===== config.mk =====
export PLATFORM = sky130hd
export DESIGN_NAME = cdr_lock_ctrl
export DESIGN_NICKNAME = d
export VERILOG_FILES = /design/src/rtl/cdr_lock_pkg.sv /design/src/rtl/cdr_err_window.sv /design/src/rtl/cdr_sweep_gen.sv /design/src/rtl/cdr_lock_fsm.sv /design/src/rtl/cdr_lock_ctrl.sv
export SDC_FILE = /design/constraint.sdc
export NUM_CORES = 1
export LEC_CHECK = 0
export ABC_AREA = 1
export BUFFER_PORTS_ARGS = -buffer_cell sky130_fd_sc_hd__buf_2
export CAP_MARGIN = 20
export CORE_ASPECT_RATIO = 1.2
export CORE_UTILIZATION = 35
export DETAILED_ROUTE_END_ITERATION = 7
export HOLD_SLACK_MARGIN = 0.08
export PLACE_DENSITY_LB_ADDON = 0.25
export REMOVE_ABC_BUFFERS = 1
export SKIP_LAST_GASP = 1
export SLEW_MARGIN = 20
export SYNTH_ARGS = -nofsm -noshare
export SYNTH_HDL_FRONTEND = slang
export SYNTH_HIERARCHICAL = 1
export SYNTH_SLANG_ARGS = --single-unit

===== constraint.sdc =====
create_clock -name clk -period 3.2 [get_ports clk]
set_clock_uncertainty 0.15 [all_clocks]
set_input_delay 0.48 -clock clk [delete_from_list [all_inputs] [get_ports clk]]
set_output_delay 0.48 -clock clk [all_outputs]
set_load 0.03 [all_outputs]

===== src/rtl/cdr_lock_pkg.sv =====
`timescale 1ns/1ps
package cdr_lock_pkg;
   typedef enum logic [2:0] {
      ST_IDLE  = 3'd0,
      ST_SWEEP = 3'd1,
      ST_ACQ   = 3'd2,
      ST_FTRK  = 3'd3,
      ST_TRK   = 3'd4
   } lock_state_e;
endpackage


===== src/rtl/cdr_err_window.sv =====
`timescale 1ns/1ps
module cdr_err_window #(
   parameter  int WIN_LEN = 64,
   localparam int MAG_W   = $clog2(WIN_LEN + 1),
   localparam int CNT_W   = $clog2(WIN_LEN)
) (
   input  logic             clk,
   input  logic             rst_n,
   input  logic             clear,
   input  logic             upd_valid,
   input  logic             upd_early,
   input  logic             upd_late,
   output logic             win_done,
   output logic [MAG_W-1:0] win_mag
);
   localparam logic signed [MAG_W:0] ONE = 1;
   localparam logic [CNT_W-1:0] LAST = CNT_W'(WIN_LEN - 1);

   if (WIN_LEN < 2) begin : g_bad_len
      $error("cdr_err_window: WIN_LEN must be at least 2");
   end

   logic                    take;
   logic [CNT_W-1:0]        cnt;
   logic signed [MAG_W:0]   acc, acc_nx, abs_nx;

   assign take = upd_valid & (upd_early ^ upd_late);

   always_comb begin
      acc_nx = upd_early ? acc + ONE : acc - ONE;
      abs_nx = acc_nx[MAG_W] ? -acc_nx : acc_nx;
   end

   always_ff @(posedge clk) begin
      if (!rst_n || clear) begin
         cnt      <= '0;
         acc      <= '0;
         win_done <= 1'b0;
         win_mag  <= '0;
      end else if (take) begin
         if (cnt == LAST) begin
            cnt      <= '0;
            acc      <= '0;
            win_done <= 1'b1;
            win_mag  <= abs_nx[MAG_W-1:0];
         end else begin
            cnt      <= cnt + 1'b1;
            acc      <= acc_nx;
            win_done <= 1'b0;
         end
      end else begin
         win_done <= 1'b0;
      end
   end

   AST_WIN_MAG_LIMIT: assert property (@(posedge clk) disable iff (!rst_n)
      win_done |-> (int'(win_mag) <= WIN_LEN));
   AST_WIN_MAG_PARITY: assert property (@(posedge clk) disable iff (!rst_n)
      win_done |-> (win_mag[0] == 1'(WIN_LEN % 2)));
endmodule


===== src/rtl/cdr_sweep_gen.sv =====
`timescale 1ns/1ps
module cdr_sweep_gen #(
   parameter int CW_W      = 8,
   parameter int RETRY_W   = 4,
   parameter bit RETRY_SAT = 1'b1
) (
   input  logic               clk,
   input  logic               rst_n,
   input  logic               load,
   input  logic               adv,
   input  logic               clr_retry,
   input  logic [CW_W-1:0]    lo,
   input  logic [CW_W-1:0]    hi,
   input  logic [CW_W-1:0]    step,
   output logic [CW_W-1:0]    word,
   output logic [RETRY_W-1:0] retry
);
   if (CW_W < 2 || RETRY_W < 1) begin : g_bad_w
      $error("cdr_sweep_gen: widths too small");
   end

   logic [CW_W:0] nxt;
   logic          at_end;
   logic          wrap;

   assign nxt    = {1'b0, word} + {1'b0, step};
   assign at_end = nxt > {1'b0, hi};
   assign wrap   = adv & at_end;

   always_ff @(posedge clk) begin
      if (!rst_n)    word <= '0;
      else if (load) word <= lo;
      else if (adv)  word <= at_end ? lo : nxt[CW_W-1:0];
   end

   if (RETRY_SAT) begin : g_retry_sat
      always_ff @(posedge clk) begin
         if (!rst_n || clr_retry)  retry <= '0;
         else if (wrap && retry != '1) retry <= retry + 1'b1;
      end
   end else begin : g_retry_wrap
      always_ff @(posedge clk) begin
         if (!rst_n || clr_retry) retry <= '0;
         else if (wrap)           retry <= retry + 1'b1;
      end
   end

   AST_RETRY_STEP: assert property (@(posedge clk) disable iff (!rst_n)
      !$stable(retry) |-> (retry == '0 || retry == $past(retry) + 1'b1));
endmodule


===== src/rtl/cdr_lock_fsm.sv =====
`timescale 1ns/1ps
module cdr_lock_fsm
   import cdr_lock_pkg::*;
#(
   parameter int MAG_W       = 7,
   parameter int DWELL_W     = 4,
   parameter int GAIN_W      = 3,
   parameter int GAIN_WIDE   = 6,
   parameter int GAIN_MID    = 4,
   parameter int GAIN_NARROW = 2,
   parameter int LOSS_WINS   = 4
) (
   input  logic               clk,
   input  logic               rst_n,
   input  logic               en,
   input  logic               win_done,
   input  logic [MAG_W-1:0]   win_mag,
   input  logic [MAG_W-1:0]   near_thr,
   input  logic [MAG_W-1:0]   lost_thr,
   input  logic [DWELL_W-1:0] dwell,
   output lock_state_e        state,
   output logic [GAIN_W-1:0]  gain,
   output logic               locked,
   output logic               sweep_load,
   output logic               sweep_adv,
   output logic               retry_clr
);
   localparam int LOSS_W = $clog2(LOSS_WINS + 1);
   localparam logic [LOSS_W-1:0] LOSS_LAST = LOSS_W'(LOSS_WINS - 1);

   if (GAIN_WIDE >= (1 << GAIN_W) || GAIN_NARROW < 1) begin : g_bad_gain
      $error("cdr_lock_fsm: gain codes out of range");
   end
   if (!(GAIN_WIDE > GAIN_MID && GAIN_MID > GAIN_NARROW)) begin : g_bad_order
      $error("cdr_lock_fsm: gain codes must fall from wide to narrow");
   end
   if (LOSS_WINS < 1) begin : g_bad_loss
      $error("cdr_lock_fsm: LOSS_WINS must be at least 1");
   end

   logic [DWELL_W-1:0] good_cnt;
   logic [DWELL_W:0]   good_nx;
   logic [LOSS_W-1:0]  bad_cnt;
   logic near, bad, in_lock, promote, lose_now;

   always_comb begin
      near     = win_mag < near_thr;
      bad      = win_mag > lost_thr;
      in_lock  = (state == ST_ACQ) || (state == ST_FTRK) || (state == ST_TRK);
      good_nx  = {1'b0, good_cnt} + 1'b1;
      promote  = good_nx >= {1'b0, dwell};
      lose_now = en && win_done && in_lock && bad && (bad_cnt == LOSS_LAST);
      retry_clr  = en && (state == ST_IDLE);
      sweep_load = retry_clr || lose_now;
      sweep_adv  = en && win_done && (state == ST_SWEEP) && !near;
   end

   always_ff @(posedge clk) begin
      if (!rst_n || !en) begin
         state    <= ST_IDLE;
         gain     <= '0;
         locked   <= 1'b0;
         good_cnt <= '0;
         bad_cnt  <= '0;
      end else begin
         case (state)
            ST_IDLE: begin
               state <= ST_SWEEP;
               gain  <= GAIN_W'(GAIN_WIDE);
            end
            ST_SWEEP: begin
               good_cnt <= '0;
               bad_cnt  <= '0;
               if (win_done && near) state <= ST_ACQ;
            end
            ST_ACQ, ST_FTRK, ST_TRK: begin
               if (win_done) begin
                  if (lose_now) begin
                     state    <= ST_SWEEP;
                     gain     <= GAIN_W'(GAIN_WIDE);
                     locked   <= 1'b0;
                     good_cnt <= '0;
                     bad_cnt  <= '0;
                  end else begin
                     bad_cnt <= bad ? bad_cnt + 1'b1 : '0;
                     if (!near || state == ST_TRK) begin
                        good_cnt <= '0;
                     end else if (promote) begin
                        good_cnt <= '0;
                        locked   <= 1'b1;
                        if (state == ST_ACQ) begin
                           state <= ST_FTRK;
                           gain  <= GAIN_W'(GAIN_MID);
                        end else begin
                           state <= ST_TRK;
                           gain  <= GAIN_W'(GAIN_NARROW);
                        end
                     end else begin
                        good_cnt <= good_nx[DWELL_W-1:0];
                     end
                  end
               end
            end
            default: state <= ST_IDLE;
         endcase
      end
   end

   AST_LOCK_ONLY_LATE: assert property (@(posedge clk) disable iff (!rst_n)
      locked |-> (state == ST_FTRK || state == ST_TRK));
   AST_ACQ_FROM_SWEEP: assert property (@(posedge clk) disable iff (!rst_n)
      (state == ST_ACQ && $past(state) != ST_ACQ) |-> $past(state) == ST_SWEEP);
   AST_FTRK_FROM_ACQ: assert property (@(posedge clk) disable iff (!rst_n)
      (state == ST_FTRK && $past(state) != ST_FTRK) |-> $past(state) == ST_ACQ);
   AST_TRK_FROM_FTRK: assert property (@(posedge clk) disable iff (!rst_n)
      (state == ST_TRK && $past(state) != ST_TRK) |-> $past(state) == ST_FTRK);
   AST_LOSS_TO_SWEEP: assert property (@(posedge clk) disable iff (!rst_n)
      $fell(locked) |-> (state == ST_SWEEP || state == ST_IDLE));
   AST_IDLE_WHEN_OFF: assert property (@(posedge clk) disable iff (!rst_n)
      !$past(en) |-> (state == ST_IDLE && gain == '0 && !locked));
endmodule


===== src/rtl/cdr_lock_ctrl.sv =====
`timescale 1ns/1ps
module cdr_lock_ctrl
   import cdr_lock_pkg::*;
#(
   parameter  int CW_W        = 8,
   parameter  int WIN_LEN     = 64,
   parameter  int DWELL_W     = 4,
   parameter  int RETRY_W     = 4,
   parameter  bit RETRY_SAT   = 1'b1,
   parameter  int GAIN_W      = 3,
   parameter  int GAIN_WIDE   = 6,
   parameter  int GAIN_MID    = 4,
   parameter  int GAIN_NARROW = 2,
   parameter  int LOSS_WINS   = 4,
   localparam int MAG_W       = $clog2(WIN_LEN + 1)
) (
   input  logic               clk,
   input  logic               rst_n,
   input  logic               en,
   input  logic               upd_valid,
   input  logic               upd_early,
   input  logic               upd_late,
   input  logic [CW_W-1:0]    sweep_lo,
   input  logic [CW_W-1:0]    sweep_hi,
   input  logic [CW_W-1:0]    sweep_step,
   input  logic [MAG_W-1:0]   near_thr,
   input  logic [MAG_W-1:0]   lost_thr,
   input  logic [DWELL_W-1:0] dwell_win,
   output logic [CW_W-1:0]    ctrl_word,
   output logic [GAIN_W-1:0]  gain_code,
   output logic               locked,
   output logic [2:0]         state_o,
   output logic [RETRY_W-1:0] retry_cnt
);
   logic             win_done;
   logic [MAG_W-1:0] win_mag;
   logic             sweep_load, sweep_adv, retry_clr;
   lock_state_e      st;

   cdr_err_window #(.WIN_LEN(WIN_LEN)) u_win (
      .clk(clk), .rst_n(rst_n), .clear(!en),
      .upd_valid(upd_valid), .upd_early(upd_early), .upd_late(upd_late),
      .win_done(win_done), .win_mag(win_mag)
   );

   cdr_sweep_gen #(.CW_W(CW_W), .RETRY_W(RETRY_W), .RETRY_SAT(RETRY_SAT)) u_sweep (
      .clk(clk), .rst_n(rst_n), .load(sweep_load), .adv(sweep_adv),
      .clr_retry(retry_clr), .lo(sweep_lo), .hi(sweep_hi), .step(sweep_step),
      .word(ctrl_word), .retry(retry_cnt)
   );

   cdr_lock_fsm #(
      .MAG_W(MAG_W), .DWELL_W(DWELL_W), .GAIN_W(GAIN_W),
      .GAIN_WIDE(GAIN_WIDE), .GAIN_MID(GAIN_MID), .GAIN_NARROW(GAIN_NARROW),
      .LOSS_WINS(LOSS_WINS)
   ) u_fsm (
      .clk(clk), .rst_n(rst_n), .en(en), .win_done(win_done), .win_mag(win_mag),
      .near_thr(near_thr), .lost_thr(lost_thr), .dwell(dwell_win),
      .state(st), .gain(gain_code), .locked(locked),
      .sweep_load(sweep_load), .sweep_adv(sweep_adv), .retry_clr(retry_clr)
   );

   assign state_o = st;

   AST_WORD_HELD: assert property (@(posedge clk) disable iff (!rst_n)
      (st == ST_ACQ || st == ST_FTRK || st == ST_TRK) |-> $stable(ctrl_word));
   AST_SWEEP_MOVE: assert property (@(posedge clk) disable iff (!rst_n)
      (st == ST_SWEEP && $past(st) == ST_SWEEP && !$stable(ctrl_word))
      |-> (ctrl_word == $past(ctrl_word + sweep_step) || ctrl_word == sweep_lo));
   AST_TRK_NARROW: assert property (@(posedge clk) disable iff (!rst_n)
      (st == ST_TRK) |-> (gain_code == GAIN_W'(GAIN_NARROW)));
endmodule


==> results of run 1 <==
==> cell type report <==
cell class	count	share of cell area, %
multi-input cells	437	55.9
clock buffers	6	3.04
flip-flops and latches	47	20.6
clock inverters	2	0.356
well taps	132	3.62
repair buffers	65	7.13
inverters	113	9.35
==> sequential cells by signal, indices dropped and copies added, names as in the netlist <==
name	count
u_fsm/bad_cnt	3
u_fsm/gain	2
u_fsm/good_cnt	4
u_fsm/locked	1
u_fsm/state	3
u_sweep/retry	4
u_sweep/word	8
u_win/acc	8
u_win/cnt	6
u_win/win_done	1
u_win/win_mag	7
==> critical path, stage by stage (launching register included) <==
cell	delay [ps]
dfxtp_1	340
ha_1	230
fa_1	420
nand3_1	100
nand2_2	80
xor2_1	210
ha_1	290
nand2_1	110
inv_1	50
nand2_1	50
nand3_1	70
nand2_1	60
nand2_1	50
nand2_1	70
nand2_2	60
nand2_4	120
nand3_4	130
nand2_1	80
nand3_1	70
nand2_1	80
inv_1	40
==> per-stage QoR <==
step	setup slack [ps]	setup TNS [ps]	instances	power, mW
2_1_floorplan	373	0	597	2.29
4_1_cts	242	0	802	3.28
3_3_place_gp	122	0	794	2.69
6_report	244	0	802	3.26
5_1_grt	24.9	0	802	3.56
3_5_place_dp	-15.6	-37.0	794	2.73
==> layer usage <==
metal / up-vias / wire, µm
li1: 2057 / -
met1: 1709 / 3960
met2: 63 / 4710
met3: 7 / 317
met4: 0 / 90
met5: - / 0
==> cells in the mapped netlist (5+ instances only) <==
master   count  area [µm²]
nand3_1     63         315
ha_1        45         563
nor2_1      47         176
o21ai_0      8        40.0
inv_1      103         387
nor2_2       5        31.3
nand2_2     11        68.8
nand4_1     20         125
a21oi_1     37         185
xor2_1       7        61.3
dfxtp_1     47         941
nand2_1    154         578
inv_2        6        22.5
==> power by group through the flow <==
stage	Sequential [mW]	Clock [mW]	Combinational, mW
floorplan	0.923	0	1.36
finish	0.769	0.543	1.95
detailed placement	0.781	0	1.95
global route	0.784	0.584	2.19
global placement	0.779	0	1.91
CTS	0.769	0.560	1.95
==> cell usage in the layout (no fill, tap or decap) <==
cell type / Yosys / final
nor2_8: 1 / 1
a211oi_1: 2 / 2
nand3b_1: 3 / 3
inv_1: 103 / 103
nand2_1: 154 / 154
xor2_1: 7 / 7
clkinv_4: 0 / 1
a21oi_2: 1 / 1
nand2_2: 11 / 11
xor2_2: 1 / 1
clkbuf_16: 0 / 5
nor2_4: 4 / 4
nand4_1: 20 / 20
clkinvlp_4: 0 / 1
inv_2: 6 / 6
nand3_4: 3 / 3
o21ai_2: 1 / 1
nor2_2: 5 / 5
nand2_4: 4 / 4
conb_1: 1 / 1
nor2_1: 47 / 47
o21ai_1: 2 / 2
xnor2_1: 4 / 4
nand3_1: 63 / 63
a21oi_1: 37 / 37
a21o_1: 2 / 2
nor3b_1: 1 / 1
nand3_2: 1 / 1
o21a_1: 1 / 1
fa_1: 2 / 2
buf_2: 2 / 65
a21boi_0: 1 / 1
ha_1: 45 / 45
nor3_2: 2 / 2
dfxtp_1: 47 / 47
clkbuf_8: 0 / 1
inv_4: 1 / 1
nor3_1: 3 / 3
clkinv_1: 3 / 3
o21ai_0: 8 / 8
==> cells by family after synthesis <==
kind of cell	count (synthesis)	share of synthesized area [%]
AOI/OAI and AO/OA	55	7.52
other	1	0.0947
and+or+nand+nor	322	38.7
buffers and inverters	119	11.9
DFF	47	23.8
adders and majority gates	47	15.2
xor gates and xnor gates	12	2.84
==> worst max path at each step <==
stage	slack, ps	from	end	cells past startpoint
CTS	240	u_sweep/word[0]$_SDFFE_PN0P_	u_sweep/word[7]$_SDFFE_PN0P_	20
floorplan	370	sweep_step[0]	u_sweep/word[0]$_SDFFE_PN0P_	20
detailed placement	-20	sweep_step[0]	u_sweep/word[7]$_SDFFE_PN0P_	21
finish	240	u_sweep/word[0]$_SDFFE_PN0P_	u_sweep/word[7]$_SDFFE_PN0P_	20
global placement	120	sweep_step[0]	u_sweep/word[5]$_SDFFE_PN0P_	21
global route	20	u_sweep/word[0]$_SDFFE_PN0P_	u_sweep/word[7]$_SDFFE_PN0P_	20
==> run metrics, run 1 <==
cts hold-fix bufs=0; Die W=between 90 and 100 µm; reg-to-reg endpoint=u_sweep/word[7]$_SDFFE_PN0P_; Die Y=roughly 120 µm; worst reg2reg path depth=20; WL/cell=between 10 and 15 µm; Avg Vias per Cell=roughly 4.8; Clock Latency Late Sink=between 200 and 300 ps; clock slew at reported path FFs=around 70 ps; hold_sp=u_win/cnt[4]$_SDFFE_PP0P_; FF+latch area=941 µm²; worst min-delay path class=flop to flop; Arr. time, crit path=approximately 3000 ps; Peak supply drop=270 µV; residual DRC count=0; critical path peak fanout=10; M2 GR Usage=31.1%; status=finished, final reports clean; Final Setup Violations=0; # H-tree levels=2; grt met3 use=under 10%; final instance area=around 4600 µm²; met1 Track Usage GR=18.5%; Post-synth EDFFs=0; Clock power frac=16.6%; Synth warnings=6; via count=between 3,000 and 4,000; net switching power=approximately 1.6 mW; post-CTS resize count=0; Core ar.=about 11,000 µm²; unique cell type count in the Yosys netlist=39; async set-reset flop share out of synthesis=0%; Power Density=approximately 710 nW/µm²; Syn Std Cell Area=around 4000 µm²; area occupied by multi-input gates=2550 µm²; clock root buffer=clkbuf_16; startpoint types=flop; placement row count=42; Bufs on Longest Clock Path=2; Final Critical Period=2960 ps; antenna violations before repair=0; Ant. Diodes=0; worst hold margin=297 ps; number of DRC markers in iteration 0=122; port bufs=65; global placement routability congestion=just over 0.8; Worst Hold Depth=2; FF-to-FF Start=u_sweep/word[0]$_SDFFE_PN0P_; reg2reg setup slack=approximately 240 ps; Mapped Avg Cell Area=6.57 µm²; Cells after Synth=about 600; Placement Cell Area=around 4400 µm²; DRT antenna net count=0; CTS tree=built; post-DP HPWL=between 7000 and 8000 µm; first-pass GRT wire length=around 16,000 µm; register area share after synthesis=about a quarter; critical path capture point type=flop; final wirelength=between 9000 and 10,000 µm; total grt overflow=0; leakage=roughly 2.5 nW; ys flop type=dfxtp_1; Final #Nets=approximately 760; Layout Utilization=approximately 41%; flops & latches, synth=47; busiest grt layer=met2; area grow syn2layout=15.2%; Top Ports=67; CTS Sinks=between 40 and 50; Seq pwr share=23.6%; Max Fclk=~0.34 GHz; Crit Path Class=flop to flop; MaxCap Viol Count=0; Total GRT Usage=between 15 and 20%; setup bufs post-CTS=0; DRT Pass-1 Iters=4; final hold violations=0; destination of the worst hold path=u_win/cnt[4]$_SDFFE_PP0P_; crit share post-route=between 90% and 100%; die area=11,700 µm²; Worst Path Required=roughly 3200 ps; Fill cells=around 1,200; max-slew violation count=0; Sw Ratio=49.3%; pin count of the biggest net entering global routing=17; Int Pwr=approximately 1.7 mW; share of cells above drive strength 1=around 17%; unrepaired setup endpoints after global routing=no; number of global-route vias before repair=~3,700; Initial Utilization=35.9%; TritonCTS Buffers=5; Comb power frac=59.8%
No activity file was read; power rests on OpenSTA's default activity.
==> run 2: changes to the inputs <==
Settings changed: PLACE_DENSITY set to 0.6, PLACE_DENSITY_LB_ADDON 0.25 to unset.
==> run metrics, run 2 (synthesis gave the netlist of run 1 again) <==
CP most frequent cell=nand2_1; length of routed met3 wiring=245 µm; placed cells=~800; Ant. Diodes=0; Power Density=around 710 nW/µm²; slowest CP cell=fa_1; status=finished, final reports clean; Max Fclk=between 0.3 and 0.4 GHz; Core ar.=between 10,000 and 15,000 µm²; Final #Nets=roughly 760; final hold violations=0; die area=~12,000 µm²; leakage=2.51 nW; via count=just under 4,000; number of global-route vias before repair=approximately 3,500; Avg Vias per Cell=around 4.8; Fill cells=1,163; Final Setup Violations=0; unrepaired setup endpoints after global routing=no; number of DRC markers in iteration 0=about 100; port bufs=65; setup bufs post-CTS=0; # H-tree levels=2; Bufs on Longest Clock Path=2; CTS Sinks=47; residual DRC count=0; TritonCTS Buffers=5; biggest regs=u_sweep/word: 8 flops, u_win/acc: 8 flops, u_win/win_mag: 7 flops; antenna violations before repair=0; cts hold-fix bufs=0; MaxCap Viol Count=0; crit share post-route=just over 90%; most common cell after layout, fill and taps aside=nand2_1; Clock Latency Late Sink=290 ps; CP max stage delay=between 400 and 500 ps; Worst Hold Depth=2; DRT Pass-1 Iters=4; Final Critical Period=2950 ps; worst min-delay path class=flop to flop; critical path peak fanout=10; clock root buffer=clkbuf_16; first-pass GRT wire length=~15,000 µm; Cell Count, Final, Fillers Out=roughly 800; Die Y=roughly 120 µm; most frequent cells in the layout=154 x nand2_1, 103 x inv_1, 65 x buf_2; DRT antenna net count=0; worst hold margin=approximately 300 ps; Peak supply drop=254 µV; clock slew at reported path FFs=approximately 70 ps; reg2reg setup slack=roughly 250 ps; post-DP HPWL=between 7000 and 8000 µm; CTS tree=built; reg-to-reg endpoint=u_sweep/word[0]$_SDFFE_PN0P_; DR WL met2=between 4000 and 5000 µm; Met1 Wirelength=~4100 µm; WL/cell=11.2 µm; share of cells above drive strength 1=between 10% and 20%; total grt overflow=0; area grow syn2layout=15.2%; Total GRT Usage=between 15 and 20%; Arr. time, crit path=2990 ps; Die W=a little under 100 µm; max-slew violation count=0; DR top layer=met4; pin count of the biggest net entering global routing=17; CP cell instances=ha_1 -> fa_1 -> nand3_1 -> nand2_2 -> xor2_1 -> ha_1 -> nand2_1 -> inv_1 -> nand2_1 -> nand3_1 -> nand2_1 -> nand2_1 -> nand2_1 -> nand2_2 -> nand2_4 -> nand3_4 -> nand2_1 -> nand3_1 -> nand2_1 -> inv_1; Worst Path Required=roughly 3200 ps; FF-to-FF Start=u_sweep/word[0]$_SDFFE_PN0P_; Initial Utilization=35.9%; Crit Path Class=flop to flop; Top Ports=67; global placement routability congestion=just over 0.8; startpoint types=flop; destination of the worst hold path=u_fsm/locked$_SDFFE_PP0P_; placement row count=42; post-CTS resize count=0; worst reg2reg path depth=20; final wirelength=8980 µm; critical path capture point type=flop; hold_sp=u_fsm/locked$_SDFFE_PP0P_
==> run 2: final cells by class <==
class	instances	area (µm²)	share of cell area [%]
Multi-Input combinational cell	437	2550	55.9
Sequential cell	47	941	20.6
Inverter	113	427	9.35
Timing Repair Buffer	65	325	7.13
Tap cell	132	165	3.62
Clock buffer	6	139	3.04
Clock inverter	2	16.3	0.356
==> run 2: power by group <==
part / internal [mW] / total (mW) / switching (mW)
sequential: 0.681 / 0.769 / 0.0874
clock: 0.312 / 0.539 / 0.227
combinational: 0.658 / 1.95 / 1.29
total: 1.65 / 3.25 / 1.60
==> run 2: worst max path at each step <==
| stage | start | end | slack, ps |
|---|---|---|---|
| after floorplan | sweep_step[0] | u_sweep/word[0]$_SDFFE_PN0P_ | 370 |
| after global placement | sweep_step[0] | u_sweep/word[7]$_SDFFE_PN0P_ | 120 |
| after detailed placement | sweep_step[0] | u_sweep/word[0]$_SDFFE_PN0P_ | -20 |
| after CTS | u_sweep/word[0]$_SDFFE_PN0P_ | u_sweep/word[0]$_SDFFE_PN0P_ | 240 |
| after global routing | u_sweep/word[0]$_SDFFE_PN0P_ | u_sweep/word[4]$_SDFFE_PN0P_ | 30 |
| final | u_sweep/word[0]$_SDFFE_PN0P_ | u_sweep/word[0]$_SDFFE_PN0P_ | 250 |
==> run 2: metal layers <==
metal  vias to the layer above  GRT usage [%]
li1                       2059              -
met1                      1721           19.5
met2                        53           28.5
met3                         9           2.42
met4                         0           4.78
met5                         -              0
==> run 2: through the flow <==
stage	worst slack (ps)	setup TNS, ps	instance area, µm²	total power [mW]	util (%)
floorplan	373	0	3920	2.29	-
global placement	121	0	4410	2.68	39.9
detailed placement	-24.3	-84.0	4410	2.72	39.9
CTS	244	0	4560	3.28	41.3
global route	27.9	0	4560	3.55	41.3
finish	246	0	4560	3.25	41.3
==> run 2: worst max-delay path, delay by kind of cell, from the launching register on <==
kind / cells / cell delay, ps
XOR/XNOR: 1 / 200
adder cells (fa/ha/maj): 3 / 910
buffers and inverters: 2 / 90
flip-flops: 1 / 330
AND/OR/NAND/NOR: 14 / 1180
